## src/rtl/uart_tx_dbuf.sv

```systemverilog
`timescale 1ns/1ps
module uart_tx_dbuf #(
  parameter int DW = 8
) (
  input  logic          clk,
  input  logic          rst_n,
  input  logic          tx_en,
  input  logic          tx_rst,
  input  logic          baud_tick,
  input  logic          wr_en,
  input  logic [DW-1:0] wr_data,
  input  logic          par_en,
  input  logic          par_odd,
  output logic          txd,
  output logic          hold_empty,
  output logic          shift_empty
);
  localparam int FW = DW + 3;
  localparam int CW = $clog2(FW + 1);

  logic [DW-1:0] hold_q;
  logic [FW-1:0] sh_q;
  logic [CW-1:0] cnt_q;
  logic          he_q, se_q;

  wire busy = cnt_q != '0;
  wire last = cnt_q == CW'(1);
  wire free = baud_tick && (!busy || last);
  wire load = free && !he_q && tx_en;
  wire par  = (^hold_q) ^ par_odd;

  always_ff @(posedge clk or negedge rst_n) begin
    if (!rst_n) begin
      hold_q <= '0;
      sh_q   <= '1;
      cnt_q  <= '0;
      he_q   <= 1'b1;
      se_q   <= 1'b1;
    end else if (tx_rst) begin
      sh_q   <= '1;
      cnt_q  <= '0;
      he_q   <= 1'b1;
      se_q   <= 1'b1;
    end else begin
      if (load) begin
        sh_q  <= par_en ? {1'b1, par, hold_q, 1'b0} : {2'b11, hold_q, 1'b0};
        cnt_q <= par_en ? CW'(FW) : CW'(FW - 1);
        he_q  <= 1'b1;
      end else if (baud_tick && busy) begin
        sh_q  <= {1'b1, sh_q[FW-1:1]};
        cnt_q <= cnt_q - 1'b1;
      end
      if (free && he_q && !wr_en)
        se_q <= 1'b1;
      if (wr_en) begin
        hold_q <= wr_data;
        he_q   <= 1'b0;
        se_q   <= 1'b0;
      end
    end
  end

  assign txd         = busy ? sh_q[0] : 1'b1;
  assign hold_empty  = he_q;
  assign shift_empty = se_q;
endmodule


```

## config.mk

```make
export PLATFORM = sky130hd
export DESIGN_NAME = uart_tx_dbuf
export DESIGN_NICKNAME = d
export VERILOG_FILES = /design/src/rtl/uart_tx_dbuf.sv
export SDC_FILE = /design/constraint.sdc
export NUM_CORES = 1
export LEC_CHECK = 0
export BUFFER_PORTS_ARGS = -buffer_cell sky130_fd_sc_hd__buf_2
export CORE_UTILIZATION = 45
export DETAILED_ROUTE_END_ITERATION = 8
export HOLD_SLACK_MARGIN = 0.12
export MAX_ROUTING_LAYER = met4
export PLACE_DENSITY = 0.69
export SYNTH_ARGS = -nofsm -noshare
export SYNTH_HDL_FRONTEND = slang
export SYNTH_SLANG_ARGS = --single-unit
```

## constraint.sdc

```tcl
create_clock -name clk -period 1.8 [get_ports clk]
set_input_delay 0 -clock clk [delete_from_list [all_inputs] [get_ports clk]]
set_output_delay 0 -clock clk [all_outputs]
set_load 0.005 [all_outputs]
```

==> results by group <==
Run status
  – Status: completed

Worst setup path
  – Reg2reg setup slack: ~55 ps
  – Worst reg2reg path startpoint: cnt_q[0]
  – Critical path type: flip-flop to flip-flop
  – Slowest cell on the critical path: dfrtp_1
  – Nature of the critical path startpoint: flip-flop
  – CP Buf/Inv Count: 1
  – Crit path cell chain: inv_2 -> ha_2 -> or3b_4 -> and3_2 -> a211oi_2 -> o21bai_1
  – Maximum cell stage delay along the critical path: ~430 ps
  – Largest fanout on the critical path: 6
  – CP Data Arrival Time: ~2000 ps
  – Reg-to-reg critical path endpoint: sh_q[1]
  – Worst path top cell family by delay: simple AND/OR/NAND/NOR gates
  – Type of destination of the critical path: flip-flop
  – Worst Path Required: between 2000 and 2500 ps
  – Worst Reg2Reg Path Length in Cells: 6

Timing
  – Count of endpoints failing setup in the final report: 0
  – Worst-case clock skew: 5.411 ps
  – Worst Max-Slew Pin Slew: about 520 ps
  – Smallest setup slack after layout: 55.16 ps
  – Highest clock rate: 573.1 MHz
  – Unrepaired setup endpoints after global routing: false
  – Final number of max-transition violations: 0
  – Final count of hold timing violations: 0
  – Post-route minimum period: 1745 ps
  – Worst-case headroom to the max-slew limit: 65.11%
  – Fraction of the cycle the final worst path needs: 96.94%

Route
  – Initial DRC count: 17
  – Highest layer used for signal routing: met4
  – Antenna violation net count after detailed routing: 0
  – Routed wirelength normalized by instance count: 14.63 µm
  – Total number of vias: 1019
  – Met2 wire len: 1.330 mm
  – 1st-pass router iterations: 4
  – WL met1: 1.209 mm
  – Routed wire length: 2.662 mm
  – DRC errors left: 0
  – Amount of wire on met3 after detailed routing: 74 µm
  – Drt via density: 5.599

CTS
  – Buffer type at the clock tree root: clkbuf_4
  – Number of clock buffers inserted by TritonCTS: 3
  – # H-tree levels: 1
  – Clk sinks: 24
  – Reg clk slew, reported paths: between 100 and 150 ps
  – Max Buffers Root-to-Sink: 2
  – Clock Latency Late Sink: between 300 and 400 ps
  – Clock tree from TritonCTS: yes

Yosys
  – Number of standard cells after synthesis: approximately 120
  – Synthesis-stage register bit count: 24
  – Netlist area before placement: 1338 µm²
  – Number of enable flip-flop cells after synthesis: 0
  – Post-synthesis sequential area ratio: 46.02%
  – YS warnings: 0
  – Share of Yosys cell area claimed by the top area cell type: 23.57%
  – Post-synth top flop: dfstp_2
  – Library cell occupying the most area in the post-synthesis netlist: dfstp_2
  – Average cell area after synthesis: 11.53 µm²
  – Number of library cell types mapped by synthesis: 37
  – Cell types with the largest area share after synthesis: dfstp_2 (24%), dfrtp_1 (22%), mux2_2 (6.7%)
  – Nets in the synthesized netlist: between 100 and 150
  – Async S/R FF share, synth: 100.0%
  – Cell types with the highest counts after synthesis: dfrtp_1 (12), dfstp_2 (12), nor2_1 (11), o21bai_1 (10), mux2_2 (8)

Floorplan
  – Count of boundary I/O pins: 19
  – Initial core utilization: 48.09%
  – Die Ht: 56.52 µm
  – CORE AREA: between 2000 and 3000 µm²
  – Horizontal extent of the die: about 57 µm
  – Number of rows created at floorplan: 19
  – Die ar.: 3195 µm²

GRT
  – Maximum number of pins on one net before global-route repair: 25
  – Final global-route overflow total: 0
  – Via count of the first global-routing pass: 984
  – Number of antenna violations at the first check in global routing: 0
  – First-pass GRT wire length: 4.533 mm
  – Total track usage: 19.05%

Placed design
  – DP Worst Slack: -16.87 ps
  – Total of buffers placed on input and output ports: 18
  – DP Wirelength: about 1.9 mm
  – Number of cells in the design after placement: 160
  – Final weighted congestion in routability-driven placement: 0.7992

Worst hold path
  – Hold crit path type: input port to asynchronous set/reset pin

Finish
  – # nets final: 171
  – Inserted Diodes: 0
  – Final Core Density: 61.22%
  – Area added between synthesis and finish: 27.31%
  – Final Non-Filler Cells: 182
  – Layout cells sized above 1: 45.70%

Power and ir drop
  – PD cells: 1386 nW/µm²
  – Total design power: between 0.002 and 0.0025 W
  – Leakage power of the design: ~0.76 nW
  – Worst IR Drop VDD: ~0.00090 V

Job
  – Max-Cap Viols: 0
-- worst reg2reg max path, delay by kind of cell, from the launching register on --
family | cells | cell delay (ps)
AND/OR/NAND/NOR | 2 | 670
flip-flops | 1 | 430
AO/OA/AOI/OAI | 2 | 300
adder cells (fa/ha/maj) | 1 | 200
buffers and inverters | 1 | 100
-- state kept, by name, indices dropped and copies added, names as in the netlist --
| signal | cells |
|---|---|
| sh_q | 10 |
| hold_q | 8 |
| cnt_q | 4 |
| hold_empty | 1 |
| shift_empty | 1 |
-- area by class of cell --
type | count | area [µm²]
Clock buffer | 3 | 22.52
Timing Repair Buffer | 38 | 292.8
Multi-Input combinational cell | 83 | 695.7
Clock inverter | 1 | 30.03
Tap cell | 31 | 38.79
Sequential cell | 24 | 615.6
Fill cell | 208 | 1079
Inverter | 2 | 7.507
-- what timing repair did --
action | CTS | global route
hold endpoints to repair | 46 | 0
hold buffers | 13 | 0
setup endpoints to repair | 9 | 11
pin swaps | 0 | 2
resized for setup | 4 | 6
setup buffers | 1 | 3
gates cloned | 1 | 0
-- worst max path at each step --
stage / end / cells past startpoint / slack [ps] / from
2_1_floorplan: sh_q[2] / 7 / 130 / cnt_q[0]
3_3_place_gp: sh_q[1] / 6 / 30 / cnt_q[0]
3_5_place_dp: sh_q[1] / 6 / -20 / cnt_q[0]
4_1_cts: sh_q[1] / 6 / 0.9 / cnt_q[1]
5_1_grt: sh_q[1] / 6 / 4 / cnt_q[0]
6_report: sh_q[1] / 6 / 60 / cnt_q[0]
-- metrics by stage --
stage | cell area [µm²] | hold slack (ps) | setup TNS (ps)
final | 1703 | 174.0 | 0
after floorplan | 1338 | -295.6 | 0
after detailed placement | 1451 | 10.40 | -66.79
after CTS | 1660 | 200.1 | 0
after global routing | 1703 | 184.7 | 0
after global placement | 1451 | 6.817 | 0
-- logic make-up after synthesis --
family          synth area share (%)
mux                            7.484
compound gates                 15.15
flops                          46.02
xor+xnor                       6.922
fa+ha+maj                      2.807
buf+inv                        4.303
simple gates                   17.31
-- metal layers --
metal | GRT usage, % | vias up
li1 | - | 491
met3 | 2.074 | 4
met1 | 24.55 | 501
met2 | 30.92 | 23
met5 | - | -
met4 | 7.317 | 0
-- cell usage in the layout (no fill, tap or decap), drive strengths merged, types with 4 or more instances in the layout --
cell type,n
nor2,11
xnor2,4
and3,8
xor2,4
dfrtp,12
nor3,4
dfstp,12
buf,25
o21bai,10
a211oi,10
mux2,8
dlygate4sd3,13
-- power by group --
group	switching [W]	internal [W]	total, W	leakage [nW]
clock network	0.000163	0.000225	0.000389	0.0279
logic	0.000490	0.000613	0.00110	0.454
registers	0.000130	0.000739	0.000868	0.274
Note: power is estimated with default switching activity, not from simulation.
